`src/rtl/boot_cmd_pkg.sv`:
```
package boot_cmd_pkg;
  localparam int unsigned DATA_W = 16;
  localparam logic [DATA_W-1:0] CODE_RESET = 16'h00F0;
  localparam logic [DATA_W-1:0] CODE_ARM   = 16'h00E0;
  localparam logic [DATA_W-1:0] CODE_ID    = 16'h0090;

  typedef struct packed {
    logic rst;
    logic id;
    logic load;
    logic unk;
  } cmd_strobe_t;
endpackage

```
`src/rtl/boot_cmd_window.sv`:
```
module boot_cmd_window #(
  parameter int unsigned ADDR_W = 16,
  parameter logic [ADDR_W-1:0] LO_LAST  = 16'h01FF,
  parameter logic [ADDR_W-1:0] HI_FIRST = 16'h8000,
  parameter logic [ADDR_W-1:0] HI_LAST  = 16'h800F
) (
  input  logic              wr_en_i,
  input  logic [ADDR_W-1:0] addr_i,
  output logic              hit_o
);
  logic in_lo, in_hi;
  assign in_lo = (addr_i <= LO_LAST);
  assign in_hi = (addr_i >= HI_FIRST) && (addr_i <= HI_LAST);
  assign hit_o = wr_en_i && (in_lo || in_hi);
endmodule

```
`src/rtl/boot_cmd_seq.sv`:
```
module boot_cmd_seq
  import boot_cmd_pkg::*;
(
  input  logic              clk_i,
  input  logic              rst_ni,
  input  logic              hit_i,
  input  logic [DATA_W-1:0] data_i,
  output cmd_strobe_t       cmd_o,
  output logic              rst_req_o,
  output logic              unk_cmd_o
);
  logic armed_q, armed_d;
  cmd_strobe_t cmd_c;

  always_comb begin
    cmd_c   = '0;
    armed_d = armed_q;
    if (hit_i) begin
      armed_d = 1'b0;
      if (armed_q) begin
        cmd_c.load = (data_i == '0);
      end else begin
        unique case (data_i)
          CODE_RESET: cmd_c.rst = 1'b1;
          CODE_ID:    cmd_c.id  = 1'b1;
          CODE_ARM:   armed_d   = 1'b1;
          default:    cmd_c.unk = 1'b1;
        endcase
      end
    end
  end

  always_ff @(posedge clk_i or negedge rst_ni) begin
    if (!rst_ni) begin
      armed_q   <= 1'b0;
      rst_req_o <= 1'b0;
      unk_cmd_o <= 1'b0;
    end else begin
      armed_q   <= armed_d;
      rst_req_o <= cmd_c.rst;
      unk_cmd_o <= cmd_c.unk;
    end
  end

  assign cmd_o = cmd_c;

  AST_ARM_CLEARS: assert property (@(posedge clk_i) disable iff (!rst_ni)
    (armed_q && hit_i) |=> !armed_q);
  AST_PULSE_EXCL: assert property (@(posedge clk_i) disable iff (!rst_ni)
    $onehot0({rst_req_o, unk_cmd_o}));
  AST_ARMED_NO_PULSE: assert property (@(posedge clk_i) disable iff (!rst_ni)
    (armed_q && hit_i) |=> (!rst_req_o && !unk_cmd_o));
endmodule

```
`src/rtl/boot_cmd_idfill.sv`:
```
module boot_cmd_idfill #(
  parameter int unsigned DATA_W  = 16,
  parameter int unsigned ENTRIES = 3,
  localparam int unsigned IDX_W  = (ENTRIES > 1) ? $clog2(ENTRIES) : 1
) (
  input  logic                        clk_i,
  input  logic                        rst_ni,
  input  logic                        start_i,
  input  logic [ENTRIES-1:0][7:0]     bytes_i,
  output logic                        we_o,
  output logic [IDX_W-1:0]            idx_o,
  output logic [DATA_W-1:0]           data_o
);
  localparam logic [IDX_W-1:0] LAST = IDX_W'(ENTRIES - 1);

  logic [ENTRIES-1:0][7:0] bytes_q;
  logic                    we_q;
  logic [IDX_W-1:0]        idx_q;

  always_ff @(posedge clk_i or negedge rst_ni) begin
    if (!rst_ni) begin
      we_q    <= 1'b0;
      idx_q   <= '0;
      bytes_q <= '0;
    end else if (start_i) begin
      we_q    <= 1'b1;
      idx_q   <= '0;
      bytes_q <= bytes_i;
    end else if (we_q) begin
      if (idx_q == LAST) begin
        we_q  <= 1'b0;
        idx_q <= '0;
      end else begin
        idx_q <= idx_q + 1'b1;
      end
    end
  end

  logic [7:0] sel_byte;
  always_comb begin
    sel_byte = '0;
    for (int i = 0; i < ENTRIES; i++) begin
      if (idx_q == IDX_W'(i)) sel_byte = bytes_q[i];
    end
  end

  assign we_o   = we_q;
  assign idx_o  = idx_q;
  assign data_o = {{(DATA_W-8){1'b0}}, sel_byte};

  AST_IDX_RANGE: assert property (@(posedge clk_i) disable iff (!rst_ni)
    we_q |-> (idx_q <= LAST));
  AST_IDX_STEP: assert property (@(posedge clk_i) disable iff (!rst_ni)
    (we_q && idx_q != LAST && !start_i) |=> (we_q && idx_q == $past(idx_q) + 1'b1));
  AST_FILL_ENDS: assert property (@(posedge clk_i) disable iff (!rst_ni)
    (we_q && idx_q == LAST && !start_i) |=> !we_q);
endmodule

```
`src/rtl/boot_cmd_pgload.sv`:
```
module boot_cmd_pgload #(
  parameter int unsigned DATA_W    = 16,
  parameter int unsigned PREG_W    = 16,
  parameter int unsigned BLK_W     = 12,
  parameter int unsigned PG_W      = 8,
  parameter int unsigned PAGE_STEP = 4,
  parameter logic [BLK_W-1:0] DENSITY_MASK = 12'h400,
  localparam int unsigned SEC_W    = BLK_W + PG_W
) (
  input  logic              clk_i,
  input  logic              rst_ni,
  input  logic              start_i,
  input  logic              clr_i,
  input  logic              pg_wr_i,
  input  logic [PREG_W-1:0] pg_data_i,
  input  logic [DATA_W-1:0] blk_i,
  input  logic              done_i,
  output logic              req_o,
  output logic [SEC_W-1:0]  sector_o,
  output logic [PREG_W-1:0] page_o
);
  logic [BLK_W-1:0]  blk_eff;
  logic [PREG_W-1:0] page_q;
  logic [SEC_W-1:0]  sector_q;
  logic              req_q;
  logic              issue;
  logic [PG_W-1:0]   page_next;

  generate
    if (DENSITY_MASK == '0) begin : g_no_density
      assign blk_eff = blk_i[BLK_W-1:0];
    end else begin : g_density
      assign blk_eff = blk_i[BLK_W-1:0] | (blk_i[DATA_W-1] ? DENSITY_MASK : '0);
    end
  endgenerate

  assign issue     = start_i && !req_q;
  assign page_next = page_q[PG_W-1:0] + PG_W'(PAGE_STEP);

  always_ff @(posedge clk_i or negedge rst_ni) begin
    if (!rst_ni) begin
      page_q <= '0;
    end else if (pg_wr_i) begin
      page_q <= pg_data_i;
    end else if (issue) begin
      page_q <= {{(PREG_W-PG_W){1'b0}}, page_next};
    end else if (clr_i) begin
      page_q <= '0;
    end
  end

  always_ff @(posedge clk_i or negedge rst_ni) begin
    if (!rst_ni) begin
      req_q    <= 1'b0;
      sector_q <= '0;
    end else if (issue) begin
      req_q    <= 1'b1;
      sector_q <= {blk_eff, page_q[PG_W-1:0]};
    end else if (req_q && done_i) begin
      req_q    <= 1'b0;
    end
  end

  assign req_o    = req_q;
  assign sector_o = sector_q;
  assign page_o   = page_q;

  AST_REQ_HOLD: assert property (@(posedge clk_i) disable iff (!rst_ni)
    (req_q && !done_i) |=> (req_q && $stable(sector_q)));
  AST_REQ_DROP: assert property (@(posedge clk_i) disable iff (!rst_ni)
    (req_q && done_i) |=> !req_q);
  AST_BUSY_PAGE: assert property (@(posedge clk_i) disable iff (!rst_ni)
    (req_q && start_i && !pg_wr_i && !clr_i) |=> $stable(page_q));
  AST_PAGE_UPPER: assert property (@(posedge clk_i) disable iff (!rst_ni)
    (issue && !pg_wr_i) |=> (page_q[PREG_W-1:PG_W] == '0));
  AST_PG_WRITE: assert property (@(posedge clk_i) disable iff (!rst_ni)
    pg_wr_i |=> (page_q == $past(pg_data_i)));
endmodule

```
`src/rtl/boot_cmd_decoder.sv`:
```
module boot_cmd_decoder
  import boot_cmd_pkg::*;
#(
  parameter int unsigned ADDR_W = 16,
  parameter int unsigned PREG_W = 16,
  parameter int unsigned BLK_W  = 12,
  parameter int unsigned PG_W   = 8,
  parameter logic [BLK_W-1:0] DENSITY_MASK = 12'h400,
  localparam int unsigned SEC_W   = BLK_W + PG_W,
  localparam int unsigned ID_ENT  = 3,
  localparam int unsigned IDX_W   = $clog2(ID_ENT)
) (
  input  logic              clk_i,
  input  logic              rst_ni,
  input  logic              wr_en_i,
  input  logic [ADDR_W-1:0] wr_addr_i,
  input  logic [DATA_W-1:0] wr_data_i,
  input  logic              pg_wr_i,
  input  logic [PREG_W-1:0] pg_data_i,
  input  logic [DATA_W-1:0] blk_reg_i,
  input  logic [7:0]        mfr_id_i,
  input  logic [7:0]        dev_id_i,
  input  logic [DATA_W-1:0] wp_status_i,
  input  logic              load_done_i,
  output logic              rst_req_o,
  output logic              unk_cmd_o,
  output logic              buf_we_o,
  output logic [IDX_W-1:0]  buf_idx_o,
  output logic [DATA_W-1:0] buf_data_o,
  output logic              load_req_o,
  output logic [SEC_W-1:0]  load_sector_o,
  output logic [PREG_W-1:0] page_o
);
  logic        hit;
  cmd_strobe_t cmd;
  logic [ID_ENT-1:0][7:0] id_bytes;

  assign id_bytes = {wp_status_i[7:0], dev_id_i, mfr_id_i};

  boot_cmd_window #(.ADDR_W(ADDR_W)) u_window (
    .wr_en_i (wr_en_i),
    .addr_i  (wr_addr_i),
    .hit_o   (hit)
  );

  boot_cmd_seq u_seq (
    .clk_i     (clk_i),
    .rst_ni    (rst_ni),
    .hit_i     (hit),
    .data_i    (wr_data_i),
    .cmd_o     (cmd),
    .rst_req_o (rst_req_o),
    .unk_cmd_o (unk_cmd_o)
  );

  boot_cmd_idfill #(.DATA_W(DATA_W), .ENTRIES(ID_ENT)) u_idfill (
    .clk_i   (clk_i),
    .rst_ni  (rst_ni),
    .start_i (cmd.id),
    .bytes_i (id_bytes),
    .we_o    (buf_we_o),
    .idx_o   (buf_idx_o),
    .data_o  (buf_data_o)
  );

  boot_cmd_pgload #(
    .DATA_W(DATA_W), .PREG_W(PREG_W), .BLK_W(BLK_W), .PG_W(PG_W),
    .PAGE_STEP(4), .DENSITY_MASK(DENSITY_MASK)
  ) u_pgload (
    .clk_i     (clk_i),
    .rst_ni    (rst_ni),
    .start_i   (cmd.load),
    .clr_i     (cmd.rst),
    .pg_wr_i   (pg_wr_i),
    .pg_data_i (pg_data_i),
    .blk_i     (blk_reg_i),
    .done_i    (load_done_i),
    .req_o     (load_req_o),
    .sector_o  (load_sector_o),
    .page_o    (page_o)
  );

  AST_OUTSIDE_QUIET: assert property (@(posedge clk_i) disable iff (!rst_ni)
    (wr_en_i && !hit) |=> (!rst_req_o && !unk_cmd_o));
  AST_RESET_CLEARS_PAGE: assert property (@(posedge clk_i) disable iff (!rst_ni)
    (rst_req_o && !$past(pg_wr_i)) |-> (page_o == '0));
endmodule

```
`config.mk`:
```
export PLATFORM = sky130hd
export DESIGN_NAME = boot_cmd_decoder
export DESIGN_NICKNAME = d
export VERILOG_FILES = /design/src/rtl/boot_cmd_pkg.sv /design/src/rtl/boot_cmd_window.sv /design/src/rtl/boot_cmd_seq.sv /design/src/rtl/boot_cmd_idfill.sv /design/src/rtl/boot_cmd_pgload.sv /design/src/rtl/boot_cmd_decoder.sv
export SDC_FILE = /design/constraint.sdc
export NUM_CORES = 1
export LEC_CHECK = 0
export BUFFER_PORTS_ARGS = -buffer_cell sky130_fd_sc_hd__buf_2
export CORE_ASPECT_RATIO = 0.7
export CORE_MARGIN = 2
export CORE_UTILIZATION = 40
export DETAILED_ROUTE_END_ITERATION = 8
export PLACE_DENSITY_LB_ADDON = 0.15
export SLEW_MARGIN = 20
export SYNTH_ARGS = -nofsm -noshare
export SYNTH_HDL_FRONTEND = slang
export SYNTH_SLANG_ARGS = --single-unit
```
`constraint.sdc`:
```
create_clock -name clk_i -period 1.73 [get_ports clk_i]
set_input_delay 0.2595 -clock clk_i [delete_from_list [all_inputs] [get_ports clk_i]]
set_output_delay 0.2595 -clock clk_i [all_outputs]
set_load 0.01 [all_outputs]
```
==> results of run 1 <==
Yosys cell counts (all sizes together) (2+ instances only):
library cell,n
dfrtp,67
mux2,43
nand2,19
buf,15
o21ai,11
a22o,9
mux2i,9
and2,7
nand3,7
nor2,6
nor3,5
and3,4
inv,4
nor4,4
a31oi,3
clkbuf,3
nor2b,3
a31o,2
nand3b,2
nand4,2
nor4b,2
xor2,2
worst paths after layout:
kind                            cells past startpoint                             from                          endpoint  slack, ns
worst max-delay path                                7                     wr_addr_i[8]  u_idfill.bytes_q[17]$_DFFE_PN0P_      -0.07
worst min register to register                      1  u_pgload.page_o[14]$_DFFE_PN0P_   u_pgload.page_o[14]$_DFFE_PN0P_       0.50
worst min-delay path                                2                      load_done_i        u_pgload.req_o$_DFFE_PN0P_       0.12
max in group asynchronous                           3                           rst_ni  u_pgload.sector_o[0]$_DFFE_PN0P_       0.96
min in group asynchronous                           3                           rst_ni  u_idfill.bytes_q[15]$_DFFE_PN0P_       0.48
worst max register to register                      5        u_seq.armed_q$_DFFE_PN0P_    u_pgload.page_o[3]$_DFFE_PN0P_       0.04
routing by layer:
layer,wire length [um],track usage (%),part of all wire [%],up-vias
met5,0,0,0,-
met4,123,5.82,1.6,0
met3,462,4.79,6.0,10
met2,3450,26.8,45,88
met1,3680,23.9,48,1176
li1,-,-,-,1193
power groups by stage:
stage,combinational (uW),clock [uW],sequential [uW]
after floorplan,96.4,0,1670
after global placement,289,0,1660
after detailed placement,296,0,1660
after CTS,299,1590,1630
after global routing,332,1660,1640
final,300,1550,1630
registers in the layout (all words and copies together), names as in the netlist:
name,flops
u_idfill.bytes_q,24
u_idfill.idx_o,2
u_idfill.we_o,1
u_pgload.page_o,16
u_pgload.req_o,1
u_pgload.sector_o,20
u_seq.armed_q,1
u_seq.rst_req_o,1
u_seq.unk_cmd_o,1
area by class of cell:
cell class | instances | area share (%)
sequential | 67 | 38.1
multi-input combinational | 162 | 30.7
timing repair buffer | 162 | 22.5
clock buffer | 13 | 4.06
tap | 98 | 2.78
clock inverter | 3 | 1.53
inverter | 4 | 0.341
through the flow:
step / cells / util [%] / TNS (ns) / hold slack, ns / area [um2]
final: 509 / 59.4 / -0.934 / 0.116 / 4400
after global routing: 509 / 59.4 / -1.37 / 0.122 / 4400
after CTS: 505 / 57.9 / 0 / 0.0987 / 4290
after detailed placement: 488 / 54.3 / -20.08 / 0.309 / 4030
after global placement: 488 / 54.3 / -18.61 / 0.305 / 4030
after floorplan: 251 / - / -8.05 / -0.0361 / 3140
logic make-up after synthesis:
group,after synthesis,share of synthesized area [%]
flip-flops,67,54.1
buffers and inverters,22,4.24
multiplexers,52,20.7
adder cells (fa/ha/maj),1,0.403
AND/OR/NAND/NOR,64,11.8
XOR/XNOR,2,0.565
other,1,0.121
AO/OA/AOI/OAI,35,8.11
what timing repair did:
item / CTS / global route
hold buffers: 1 / 0
endpoints found under the hold margin: 67 / 0
resized for setup: 2 / 7
cloned: 0 / 3
setup endpoints to repair: 25 / 56
setup buffers: 0 / 1
==> impl_results.md, run 1 <==
* Status: finished, violations left
* Failing checks: negative setup slack
* Synth top area cells: dfrtp_1 54%, mux2_2 9.1%, mux2_4 8.7%
* Placement Setup Slack at -0.391 ns
* Share of cells above drive strength 1 at 56.7%
* Clk_lat worst skew at about 0.33 ns
* Die height at 77.7 um
* Max Cap Violations at 0
* FMAX at ~560 MHz
* Fillcell total at 635
* Fraction of registers with async set/reset at 100%
* Worst Path Buf+Inv at 2
* Die area at 0.00849 mm2
* Power, Total at 3480 uW
* Core area at around 0.0074 mm2
* Sw Share at 21.7%
* Commonest cells after routing, fill and taps aside: 134 x buf_2, 67 x dfrtp_1, 25 x mux2_2
* Routed vias/inst at 4.85
* Die X at 109 um
* Gp weighted congestion at between 0.7 and 0.8
* Worst-path clk slew at around 0.080 ns
* Arrival time at the worst endpoint at 2.00 ns
* Area delta synth->final at 42.0%
* Vias in the first global route at between 2,000 and 2,500
* Worst Setup End Kind: register
* Synth top area share at 54.1%
* TritonCTS clock tree: done
* Residual DRC at 0
* Clock power share at approximately 45%
* Largest net degree at the start of global routing at 68
* Synth Cell Area at 0.00310 mm2
* Num CTS Buffers at 9
* Max stage delay on crit path at 0.54 ns
* Setup violators final at 24
* Num Clock Sinks at 67
* First-pass GRT wire length at 11,400 um
* Leading cell type in the layout, fill and taps excluded: buf_2
* Switching Power at about 750 uW
* Grt ovf at 0
* DR pass1 iterations at 4
* Clock skew at 0.0104 ns
* Seq/Total Area, Yosys at 54.1%
* Share of power burned in combinational logic at between 8 and 9%
* Pleak at 0.00240 uW
* Multi-input logic area at 0.00135 mm2
* Diode count at 0
* Cell variety after synth at between 40 and 50
* Number of synthesized flops with an enable pin at 0
* Post-Synthesis Cells at roughly 240
* Internal power at 2720 uW
* Critical path's slowest cell: or4_4
* GR Util All Layers at 17.4%
* HPWL Detailed at 5510 um
* Critical path class: input port to register
* Wire per inst at 15.2 um
* Final Cycle Share at 104%
* Final min period at 1.80 ns
* Syn_area_per_cell at 12.7 um2
* Core Rows at 26
* Drt first-iter violations at 58
* Clk buf depth at 2
* Worst Hold Class: input port to register
* WP data required at 1.94 ns
* Largest delay share family, worst path: simple AND/OR/NAND/NOR gates
* Unrepaired setup endpoints after global routing: true
* Initial antenna violation count at 0
* Reg area at around 0.0017 mm2
* Detailed Route WL at ~7700 um
* YS warnings at 0
* Final hold violation count at 0
* Power Dens Cells at 790 mW/mm2
* Maximum vdd ir drop at 458 uV
* Largest area contributor in the synthesized netlist: dfrtp_1
* ANT nets after route at 0
* Seq cells post-synth at 67
* Final #Nets at 508
* IO buf count at 135
* Num ports at 159
* CP max FO at 13
* CTS root buf: clkbuf_8
* Synth Flop Type: dfrtp_1
* H-tree depth at 3
* Seq pwr share at 46.9%
* Slack of the critical path at -0.0650 ns
* Startpoint types: input port
* Crit-path cells: buf_6 > or4_4 > o21a_4 > nor3_4 > nand3_4 > clkbuf_16 > mux2_4
* Via count at 2,467
* Initial Util at 41.8%
* Slew Limit Fails at 0
(Power assumes the default switching activity.)
==> run 2, diff against run 1 <==
--- a/config.mk
+++ b/config.mk
@@ -5,12 +5,14 @@
 export SDC_FILE = /design/constraint.sdc
 export NUM_CORES = 1
 export LEC_CHECK = 0
+export ABC_CLOCK_PERIOD_IN_PS = 1730
 export BUFFER_PORTS_ARGS = -buffer_cell sky130_fd_sc_hd__buf_2
 export CORE_ASPECT_RATIO = 0.7
 export CORE_MARGIN = 2
 export CORE_UTILIZATION = 40
 export DETAILED_ROUTE_END_ITERATION = 8
 export PLACE_DENSITY_LB_ADDON = 0.15
+export SKIP_CTS_REPAIR_TIMING = 1
 export SLEW_MARGIN = 20
 export SYNTH_ARGS = -nofsm -noshare
 export SYNTH_HDL_FRONTEND = slang
==> run 2 against run 1 <==
  * Hold slack hardly changed
  * Fmax rose by 0.15%
  * The flow still finishes with violations (negative setup slack)
  * Final area did not move
  * Largest cell class unchanged
  * Clock-buffer cell count is the same
  * Total power is essentially flat
  * Register-to-register slack about the same
  * Combinational power about the same
  * Flip-flop and latch count stayed put
==> impl_results.md, run 2 (synthesized netlist as in run 1, its figures left out) <==
* Status: finished, violations left
* Failing checks: negative setup slack
* Slew Limit Fails at 0 (unchanged)
* Num CTS Buffers at 9 (unchanged)
* Largest delay share family, worst path: simple AND/OR/NAND/NOR gates
* Worst reg2reg endpoint: u_pgload.sector_o[2]$_DFFE_PN0P_
* Internal power at 2720 uW (about the same)
* HPWL Detailed at 5510 um (unchanged)
* Final Util at 59.4% (unchanged)
* Largest net degree at the start of global routing at 68 (unchanged)
* Die X at 109 um (unchanged)
* Clock skew at 0.0110 ns (+0.000600 ns)
* Via count at 2,458 (-0.36%)
* Biggest register: u_idfill.bytes_q
* Share of cells above drive strength 1 at 56.7% (unchanged)
* Crit-path cells: buf_6 > or4_4 > o21a_4 > nor3_4 > nand3_4 > clkbuf_16 > mux2_4
* Power Dens Cells at 789 mW/mm2 (about the same)
* Max reg flops at 24 (unchanged)
* Setup violators final at 24 (unchanged)
* Initial antenna violation count at 0 (unchanged)
* WP data required at 1.94 ns (about the same)
* Critical path class: input port to register
* Clk buf depth at 2 (unchanged)
* ANT nets after route at 0 (unchanged)
* Arrival time at the worst endpoint at 2.00 ns (about the same)
* Leading cell type in the layout, fill and taps excluded: buf_2
* First-pass GRT wire length at 11,400 um (about the same)
* TritonCTS clock tree: done
* Worst Hold Path Cells at 2 (unchanged)
* Num Clock Sinks at 67 (unchanged)
* Worst-path clk slew at 0.08 ns (about the same)
* Vias in the first global route at 2,325 (-0.17%)
* H-tree depth at 3 (unchanged)
* Worst Hold Launch: load_done_i
* Worst Path Buf+Inv at 2 (unchanged)
* Unrepaired setup endpoints after global routing: true
* Final hold violation count at 0 (unchanged)
* Maximum vdd ir drop at 458 uV (about the same)
* Die height at 77.7 um (unchanged)
* Die area at 0.00849 mm2 (unchanged)
* Commonest cells after routing, fill and taps aside: 134 x buf_2, 67 x dfrtp_1, 25 x mux2_2
* Core Rows at 26 (unchanged)
* Initial Util at 41.8% (unchanged)
* Num ports at 159 (unchanged)
* IO buf count at 135 (unchanged)
* Seq pwr share at 46.9% (about the same)
* Worst Reg-to-Reg Cells at 5 (unchanged)
* Startpoint types: input port
* Placement Setup Slack at -0.391 ns (unchanged)
* Setup TNS at -0.865 ns (+0.0691 ns)
* Gp weighted congestion at 0.772 (unchanged)
* Final min period at 1.79 ns (-0.00273 ns)
* Slack of the critical path at -0.0623 ns (+0.00273 ns)
* Switching Power at 753 uW (-0.16%)
* Max Cap Violations at 0 (unchanged)
* Min Hold Slack at 0.116 ns (+0.000394 ns)
* Max stage delay on crit path at 0.54 ns (about the same)
* DR pass1 iterations at 4 (unchanged)
* Diode count at 0 (unchanged)
* Share of power burned in combinational logic at 8.6% (about the same)
* Reg2reg setup slack at 0.05 ns (about the same)
* FMAX at 558 MHz (+0.15%)
* CTS root buf: clkbuf_8
* Detailed Route WL at 7700 um (-0.18%)
* Routed vias/inst at 4.83 (-0.36%)
* Final #Nets at 508 (unchanged)
* Clock power share at 44.4% (about the same)
* Power, Total at 3480 uW (about the same)
* Final Cycle Share at 104% (-0.16 points)
* Sw Share at 21.7% (-0.028 points)
* Residual DRC at 0 (unchanged)
* Grt ovf at 0 (unchanged)
* Fillcell total at 635 (unchanged)
* Core area at 0.00742 mm2 (unchanged)
* Hold Crit Endpoint: u_pgload.req_o$_DFFE_PN0P_
* Worst Hold Class: input port to register
* Clk_lat worst skew at 0.33 ns (about the same)
* Critical path's slowest cell: or4_4
* Area delta synth->final at 42.0% (unchanged)
* Wire per inst at 15.1 um (-0.18%)
* Pleak at 0.00240 uW (unchanged)
* Worst Setup End Kind: register
* CP max FO at 13 (unchanged)
* Worst R2R Start: u_pgload.req_o$_DFFE_PN0P_
* GR Util All Layers at 17.5% (+0.018 points)
* Drt first-iter violations at 67 (+16%)
==> run 2: cell counts in the layout (fill, tap and decap cells not counted) <==
Identical to the previous run, type by type.
==> run 2: how the worst max path moves through the flow <==
stage	slack (ns)	depth (start not counted)	from	to
2_1_floorplan	-0.23	6	wr_addr_i[8]	u_idfill.bytes_q[15]$_DFFE_PN0P_
3_3_place_gp	-0.33	7	wr_addr_i[8]	u_pgload.page_o[13]$_DFFE_PN0P_
3_5_place_dp	-0.39	7	wr_addr_i[8]	u_pgload.page_o[15]$_DFFE_PN0P_
4_1_cts	-0.03	7	wr_addr_i[8]	u_pgload.page_o[15]$_DFFE_PN0P_
5_1_grt	-0.07	7	wr_addr_i[8]	u_idfill.bytes_q[10]$_DFFE_PN0P_
6_report	-0.06	7	wr_addr_i[8]	u_idfill.bytes_q[17]$_DFFE_PN0P_
==> run 2: layout make-up <==
type / count / area, um2 / area share (%)
clock buffer: 13 / 179 / 4.06
clock inverter: 3 / 67.6 / 1.53
inverter: 4 / 15.0 / 0.341
multi-input combinational: 162 / 1350 / 30.7
sequential: 67 / 1680 / 38.1
tap: 98 / 123 / 2.78
timing repair buffer: 162 / 990 / 22.5
==> run 2: worst reg2reg max path, cell delays in order, from the launching register on <==
cell       delay (ns)
dfrtp_1          0.42
nor2b_2          0.16
and3_4           0.22
and4_4           0.26
clkbuf_16        0.17
mux2_2           0.33
==> run 2: routing by layer <==
metal | wire length, um | vias up | global-route usage [%]
met5 | 0 | - | 0
met4 | 105 | 0 | 5.82
met3 | 467 | 8 | 4.79
met2 | 3460 | 89 | 26.7
met1 | 3670 | 1169 | 24.0
li1 | - | 1192 | -
==> run 2: stage by stage <==
stage               cells  cell area, um2
floorplan             251            3140
global placement      488            4030
detailed placement    488            4030
CTS                   504            4280
global route          509            4400
finish                509            4400
==> run 2: power groups by stage <==
stage / logic (uW) / clock network, uW / registers (uW)
2_1_floorplan: 96.4 / 0 / 1670
3_3_place_gp: 289 / 0 / 1660
3_5_place_dp: 296 / 0 / 1660
4_1_cts: 296 / 1590 / 1630
5_1_grt: 332 / 1660 / 1640
6_report: 300 / 1540 / 1630
